===== src/rtl/imc_pkg.sv =====
package imc_pkg;
  localparam int DATA_W  = 32;
  localparam int NUM_LVL = 16;
  localparam int LVL_W   = $clog2(NUM_LVL);
  localparam int MASK_ALL_BIT = 31;
  localparam int SOFT_LSB = 16;

  // word indices
  localparam logic [2:0] W_CPU_PEND = 3'd0;
  localparam logic [2:0] W_CPU_CLR  = 3'd1;
  localparam logic [2:0] W_CPU_SET  = 3'd2;
  localparam logic [2:0] W_SYS_PEND = 3'd0;
  localparam logic [2:0] W_SYS_MASK = 3'd1;
  localparam logic [2:0] W_SYS_CLR  = 3'd2;
  localparam logic [2:0] W_SYS_SET  = 3'd3;
  localparam logic [2:0] W_SYS_TGT  = 3'd4;

  // fixed fold of source bits onto processor levels; 0 = no level
  function automatic logic [LVL_W-1:0] src_to_lvl(input int b);
    logic [LVL_W-1:0] l;
    l = '0;
    if (b <= 6)                   l = LVL_W'(b + 1);
    else if (b >= 7 && b <= 13)   l = LVL_W'(b - 6);
    else begin
      case (b)
        15: l = LVL_W'(12);
        16: l = LVL_W'(6);
        17: l = LVL_W'(13);
        18: l = LVL_W'(4);
        19: l = LVL_W'(10);
        20: l = LVL_W'(8);
        21: l = LVL_W'(14);
        22: l = LVL_W'(11);
        28, 29, 30: l = LVL_W'(15);
        default: l = '0;
      endcase
    end
    return l;
  endfunction
endpackage


===== src/rtl/imc_src_map.sv =====
module imc_src_map
  import imc_pkg::*;
#(
  parameter int SRC_W = DATA_W,
  parameter int N_LVL = NUM_LVL
) (
  input  logic [SRC_W-1:0] src_i,
  input  logic [SRC_W-1:0] mask_i,
  output logic [N_LVL-1:0] lvl_raw_o,
  output logic [N_LVL-1:0] lvl_en_o
);
  localparam int LW = $clog2(N_LVL);

  for (genvar l = 1; l < N_LVL; l++) begin : g_lvl
    logic raw, en;
    always_comb begin
      raw = 1'b0;
      en  = 1'b0;
      for (int b = 0; b < SRC_W; b++) begin
        if (int'(src_to_lvl(b)) == l && src_i[b]) begin
          raw = 1'b1;
          if (!mask_i[b]) en = 1'b1;
        end
      end
    end
    assign lvl_raw_o[l] = raw;
    assign lvl_en_o[l]  = en;
  end
  assign lvl_raw_o[0] = 1'b0;
  assign lvl_en_o[0]  = 1'b0;

  logic unused_lw;
  assign unused_lw = (LW == 0);
endmodule


===== src/rtl/imc_prio_enc.sv =====
module imc_prio_enc #(
  parameter int N = 16,
  localparam int W = $clog2(N)
) (
  input  logic [N-1:0] req_i,
  output logic [W-1:0] idx_o,
  output logic         any_o
);
  always_comb begin
    idx_o = '0;
    any_o = 1'b0;
    for (int i = 1; i < N; i++) begin
      if (req_i[i]) begin
        idx_o = W'(i);
        any_o = 1'b1;
      end
    end
  end
endmodule


===== src/rtl/imc_regs.sv =====
module imc_regs
  import imc_pkg::*;
#(
  parameter int ADDR_W = 4,
  parameter int N_LVL  = NUM_LVL
) (
  input  logic              clk_i,
  input  logic              rst_ni,
  input  logic [DATA_W-1:0] src_i,
  input  logic              bus_valid_i,
  input  logic              bus_we_i,
  input  logic [ADDR_W-1:0] bus_addr_i,
  input  logic [DATA_W-1:0] bus_wdata_i,
  input  logic [N_LVL-1:0]  lvl_raw_i,
  output logic [DATA_W-1:0] bus_rdata_o,
  output logic [DATA_W-1:0] src_q_o,
  output logic [DATA_W-1:0] mask_q_o,
  output logic [DATA_W-1:0] target_q_o,
  output logic [N_LVL-1:0]  soft_q_o
);
  localparam int WRD_W = ADDR_W - 1;

  logic              sys_bank;
  logic [WRD_W-1:0]  word;
  logic              wr, rd;
  logic [DATA_W-1:0] src_q, mask_q, target_q, rdata_d, rdata_q;
  logic [N_LVL-1:0]  soft_q, soft_wr;

  assign sys_bank = bus_addr_i[ADDR_W-1];
  assign word     = bus_addr_i[WRD_W-1:0];
  assign wr       = bus_valid_i &  bus_we_i;
  assign rd       = bus_valid_i & ~bus_we_i;
  assign soft_wr  = bus_wdata_i[SOFT_LSB +: N_LVL] & ~N_LVL'(1);

  always_ff @(posedge clk_i or negedge rst_ni) begin
    if (!rst_ni) src_q <= '0;
    else         src_q <= src_i;
  end

  always_ff @(posedge clk_i or negedge rst_ni) begin
    if (!rst_ni) begin
      mask_q   <= '1;
      target_q <= '0;
    end else if (wr && sys_bank) begin
      case (word)
        WRD_W'(W_SYS_MASK): mask_q   <= bus_wdata_i;
        WRD_W'(W_SYS_CLR):  mask_q   <= mask_q & ~bus_wdata_i;
        WRD_W'(W_SYS_SET):  mask_q   <= mask_q |  bus_wdata_i;
        WRD_W'(W_SYS_TGT):  target_q <= bus_wdata_i;
        default: ;
      endcase
    end
  end

  always_ff @(posedge clk_i or negedge rst_ni) begin
    if (!rst_ni) soft_q <= '0;
    else if (wr && !sys_bank) begin
      case (word)
        WRD_W'(W_CPU_CLR): soft_q <= soft_q & ~soft_wr;
        WRD_W'(W_CPU_SET): soft_q <= soft_q |  soft_wr;
        default: ;
      endcase
    end
  end

  always_comb begin
    rdata_d = '0;
    if (sys_bank) begin
      case (word)
        WRD_W'(W_SYS_PEND): rdata_d = src_q;
        WRD_W'(W_SYS_MASK): rdata_d = mask_q;
        WRD_W'(W_SYS_TGT):  rdata_d = target_q;
        default:            rdata_d = '0;
      endcase
    end else if (word == WRD_W'(W_CPU_PEND)) begin
      rdata_d[SOFT_LSB +: N_LVL] = soft_q;
      rdata_d[N_LVL-1:0]         = lvl_raw_i;
    end
  end

  always_ff @(posedge clk_i or negedge rst_ni) begin
    if (!rst_ni)  rdata_q <= '0;
    else if (rd)  rdata_q <= rdata_d;
  end

  assign bus_rdata_o = rdata_q;
  assign src_q_o     = src_q;
  assign mask_q_o    = mask_q;
  assign target_q_o  = target_q;
  assign soft_q_o    = soft_q;
endmodule


===== src/rtl/imc_top.sv =====
module imc_top
  import imc_pkg::*;
#(
  parameter int ADDR_W = 4,
  localparam int LW = LVL_W
) (
  input  logic              clk_i,
  input  logic              rst_ni,
  input  logic [DATA_W-1:0] src_i,
  input  logic              bus_valid_i,
  input  logic              bus_we_i,
  input  logic [ADDR_W-1:0] bus_addr_i,
  input  logic [DATA_W-1:0] bus_wdata_i,
  output logic [DATA_W-1:0] bus_rdata_o,
  output logic [LW-1:0]     irq_level_o,
  output logic              irq_req_o
);
  logic [DATA_W-1:0]  src_w, mask_w, target_w;
  logic [NUM_LVL-1:0] soft_w, lvl_raw, lvl_en, lvl_req;
  logic [LW-1:0]      lvl_d, lvl_q;
  logic               any_d, req_q;

  imc_regs #(.ADDR_W(ADDR_W), .N_LVL(NUM_LVL)) u_regs (
    .clk_i, .rst_ni, .src_i,
    .bus_valid_i, .bus_we_i, .bus_addr_i, .bus_wdata_i,
    .lvl_raw_i  (lvl_raw),
    .bus_rdata_o,
    .src_q_o    (src_w),
    .mask_q_o   (mask_w),
    .target_q_o (target_w),
    .soft_q_o   (soft_w)
  );

  imc_src_map #(.SRC_W(DATA_W), .N_LVL(NUM_LVL)) u_map (
    .src_i     (src_w),
    .mask_i    (mask_w),
    .lvl_raw_o (lvl_raw),
    .lvl_en_o  (lvl_en)
  );

  assign lvl_req = (lvl_en | soft_w) & {NUM_LVL{~mask_w[MASK_ALL_BIT]}};

  imc_prio_enc #(.N(NUM_LVL)) u_prio (
    .req_i (lvl_req),
    .idx_o (lvl_d),
    .any_o (any_d)
  );

  always_ff @(posedge clk_i or negedge rst_ni) begin
    if (!rst_ni) begin
      lvl_q <= '0;
      req_q <= 1'b0;
    end else begin
      lvl_q <= lvl_d;
      req_q <= any_d;
    end
  end

  assign irq_level_o = lvl_q;
  assign irq_req_o   = req_q;

  logic unused_tgt;
  assign unused_tgt = ^target_w;
endmodule


===== config.mk =====
export PLATFORM = sky130hd
export DESIGN_NAME = imc_top
export DESIGN_NICKNAME = d
export VERILOG_FILES = /design/src/rtl/imc_pkg.sv /design/src/rtl/imc_src_map.sv /design/src/rtl/imc_prio_enc.sv /design/src/rtl/imc_regs.sv /design/src/rtl/imc_top.sv
export SDC_FILE = /design/constraint.sdc
export NUM_CORES = 1
export LEC_CHECK = 0
export ABC_AREA = 1
export BUFFER_PORTS_ARGS = -buffer_cell sky130_fd_sc_hd__buf_2
export CORE_ASPECT_RATIO = 1.25
export CORE_UTILIZATION = 41
export CTS_CLUSTER_SIZE = 40
export DETAILED_ROUTE_END_ITERATION = 8
export PLACE_DENSITY_LB_ADDON = 0.05
export SKIP_LAST_GASP = 1
export SLEW_MARGIN = 15
export SYNTH_ARGS = -nofsm -noshare
export SYNTH_HDL_FRONTEND = slang
export SYNTH_SLANG_ARGS = --single-unit

===== constraint.sdc =====
create_clock -name clk_i -period 1.8 [get_ports clk_i]
set_clock_uncertainty 0.2 [all_clocks]
set_input_delay 0.18 -clock clk_i [delete_from_list [all_inputs] [get_ports clk_i]]
set_output_delay 0.18 -clock clk_i [all_outputs]
set_load 0.05 [all_outputs]

==> out/results.tsv <==
stage	metric	value	unit
cts	CTS root buffer	clkbuf_16	
drt	wire length per cell	18.2	um
global_route	Total Routing Usage GR	0.269	
die	die area	16200	sq um
global_route	initial antenna violation count	0	
synthesis	post-synthesis cell area	6440	sq um
sta	Fmax	0.566	GHz
drt	DRT antenna net count	0	
synthesis	Yosys top cell by area	dfrtp_1	
drt	DRC errors left	0	
cts	CTS Buffer Depth	2	
final_layout	n_diodes	0	
run_status	outcome	complete, no violations	
setup_path	Setup CP Type	reg2reg	
final_layout	design area	8860	sq um
drt	via count	5904	
final_layout	# fillers	1395	
cts	worst skew pair latency	0.43	ns
setup_path	required time of the worst setup path	1.92	ns
die	chip width	114	um
sta	final hold violation count	0	
cts	CTS HTree Levels	4	
placed_design	IO Port Bufs	108	
final_layout	FF+latch area	3740	sq um
synthesis	net count after synthesis	784	
pwr	Max rail drop VDD	0.654	mV
pwr	power share of the combinational group	0.186	
synthesis	post-synthesis sequential area ratio	0.581	
setup_path	reg2reg start	u_regs.mask_q_o[2]	
final_layout	leading cell type in the layout, fill and taps excluded	nand2_1	
drt	drt total wl	20600	um
synthesis	top post-synthesis cells by area	dfrtp_1 (45%), dfstp_2 (13%), nand2_1 (9.7%)	
setup_path	CP Max Fanout	2	
synthesis	Synthesis Warnings	0	
global_route	GRT overflow	0	
synthesis	Avg Inst Size Synth	9.05	sq um
cts	TritonCTS clock tree	built	
synthesis	Yosys reg bits	148	
placed_design	post-DP HPWL	13800	um
final_layout	commonest cells after routing, fill and taps aside	nand2_1 (162), dfrtp_1 (116), buf_2 (106)	
placed_design	placer congestion estimate	0.831	
sta	Setup Viol. Count Final	0	
pwr	pwr/cell area	1100	nW/um^2
placed_design	area post-placement	7500	sq um
cts	CTS Buf Count	17	
synthesis	Synth Instances	712	
pwr	Flop pwr share	0.426	
pwr	Pleak	0.00425	uW
die	Vert. Die Dim	142	um
final_layout	share of cells above drive strength 1	0.253	
global_route	vias in the first global route	6005	
sta	Max-slew headroom	0.633	
die	initial core utilization	0.426	
pwr	clock power share	0.388	
synthesis	Post-synth EDFFs	0	
die	total core area	15100	sq um
final_layout	Synth-to-Final Area Change	37.5	%
drt	1st-iter DRT viols	397	
setup_path	CP Data Arrival Time	1.88	ns
sta	Least-Margin Pin Slew	0.550	ns
sta	Period minus WS final	1.77	ns
synthesis	dominant synthesized flop cell	dfrtp_1	
final_layout	Nets	985	
global_route	pin count of the biggest net entering global routing	55	
cts	clock sink total	148	
setup_path	Critical Path Start	u_regs.mask_q_o[2]	
pwr	Total Power	9780	uW
setup_path	critical path endpoint category	register	
drt	drt pass-1 iters	5	
cts	CTS clk-pin slew, worst paths	0.06	ns
pwr	switching part of the total	0.287	
sta	Slew Viols, Final	0	
setup_path	crit path launch type	register	
sta	final setup margin	0.0336	ns
final_layout	Final Core Density	0.585	
synthesis	post-synth cell types	33	
pwr	Pint	6970	uW
placed_design	Setup Slack @ Placement	-0.0210	ns
die	IO Pins	109	
sta	hold slack	0.0489	ns
global_route	first-pass GRT wire length	32300	um
synthesis	top cell type's share of synthesized area	0.451	
drt	DR vias/cell	5.21	
sta	RSZ-0062 raised after global routing	yes	
final_layout	area of the multi-input gates	2210	sq um
synthesis	ys async rst share	1.00	
pwr	Switching Power	2810	uW
min_path	HP Class	in2async	
sta	Final period util	0.981	
flow_run	max cap viols	0	
die	Core Rows	50	
layout make-up:
cell class	count	share of cell area
well taps	208	0.0294
repair buffers	216	0.184
multi-input cells	427	0.249
clock inverters	12	0.0199
clock buffers	20	0.0515
flip-flops and latches	148	0.423
inverters	103	0.0436
synth_stat cells (2+ instances only):
master and n:
nand2_1 166, dfrtp_1 116, inv_1 100, o21ai_0 52, a21oi_1 49, o22ai_1 38, dfstp_2 32, nor2_1 28
clkbuf_1 24, o221ai_1 17, a221oi_1 14, nand3_1 14, o211ai_1 13, o21ai_1 13, buf_2 5, a31oi_1 4
a32oi_1 3, buf_1 3, nor2_2 3, inv_2 2, nor2_4 2, nor3_1 2, o311ai_0 2
metrics by stage:
step,cells,TNS (ns)
finish,1134,0
global route,1134,-0.340
CTS,1132,0
detailed placement,1034,-0.0289
global placement,1034,0
floorplan,712,0
critical path, stage by stage (launching register included):
cell and delay, ns:
dfstp_2 0.53, inv_2 0.03, nand2_1 0.04, o21ai_1 0.07, nor2_1 0.14, nand2_1 0.07, nand2_1 0.05, nand2_1 0.05
nand2_1 0.06, nand2_1 0.05, nand2_1 0.05, nand2_1 0.04, nand2_1 0.05, nand2_1 0.05, nand2_1 0.05, nand2_1 0.05
nand2_1 0.06, nand2_1 0.04
power groups by stage:
stage                     clock [uW]  combinational, uW  sequential, uW
after floorplan                    0                803            4410
after global placement             0               1630            4200
after detailed placement           0               1660            4210
after CTS                       3860               1780            4150
after global routing            3980               2010            4210
final                           3790               1820            4170
metal layers:
metal | vias up | global-route usage | share of wire
met5 | - | 0 | 0
met4 | 0 | 0.0936 | 0.025
met3 | 38 | 0.0460 | 0.057
met2 | 225 | 0.466 | 0.51
met1 | 2846 | 0.338 | 0.41
li1 | 2795 | - | -
cell families (layout without fill, tap and decap cells):
kind of cell,Yosys count,count (layout),share of synthesized area
AND/OR/NAND/NOR,219,219,0.136
AO/OA/AOI/OAI,208,208,0.200
flip-flops,148,148,0.581
buffers and inverters,137,351,0.0825
path summary, 6_finish.rpt:
check	slack [ns]	end	depth (start not counted)
max in group asynchronous	0.69	u_regs.mask_q_o[13]	3
worst min register to register	0.28	u_regs.target_q_o[26]	2
min in group clk_i	0.09	u_regs.bus_rdata_o[2]	5
worst max-delay path	0.03	irq_level_o[0]	17
worst min-delay path	0.05	u_regs.bus_rdata_o[26]	2
worst max register to register	0.03	irq_level_o[0]	17
what timing repair did:
item | 4_1_cts | 5_1_grt
setup buffers | 0 | 2
resized for setup | 1 | 15
endpoints found under the hold margin | 239 | 0
setup endpoints to repair | 1 | 69
hold buffers | 66 | 0
pin swaps | 0 | 6
(Power assumes the default switching activity.)
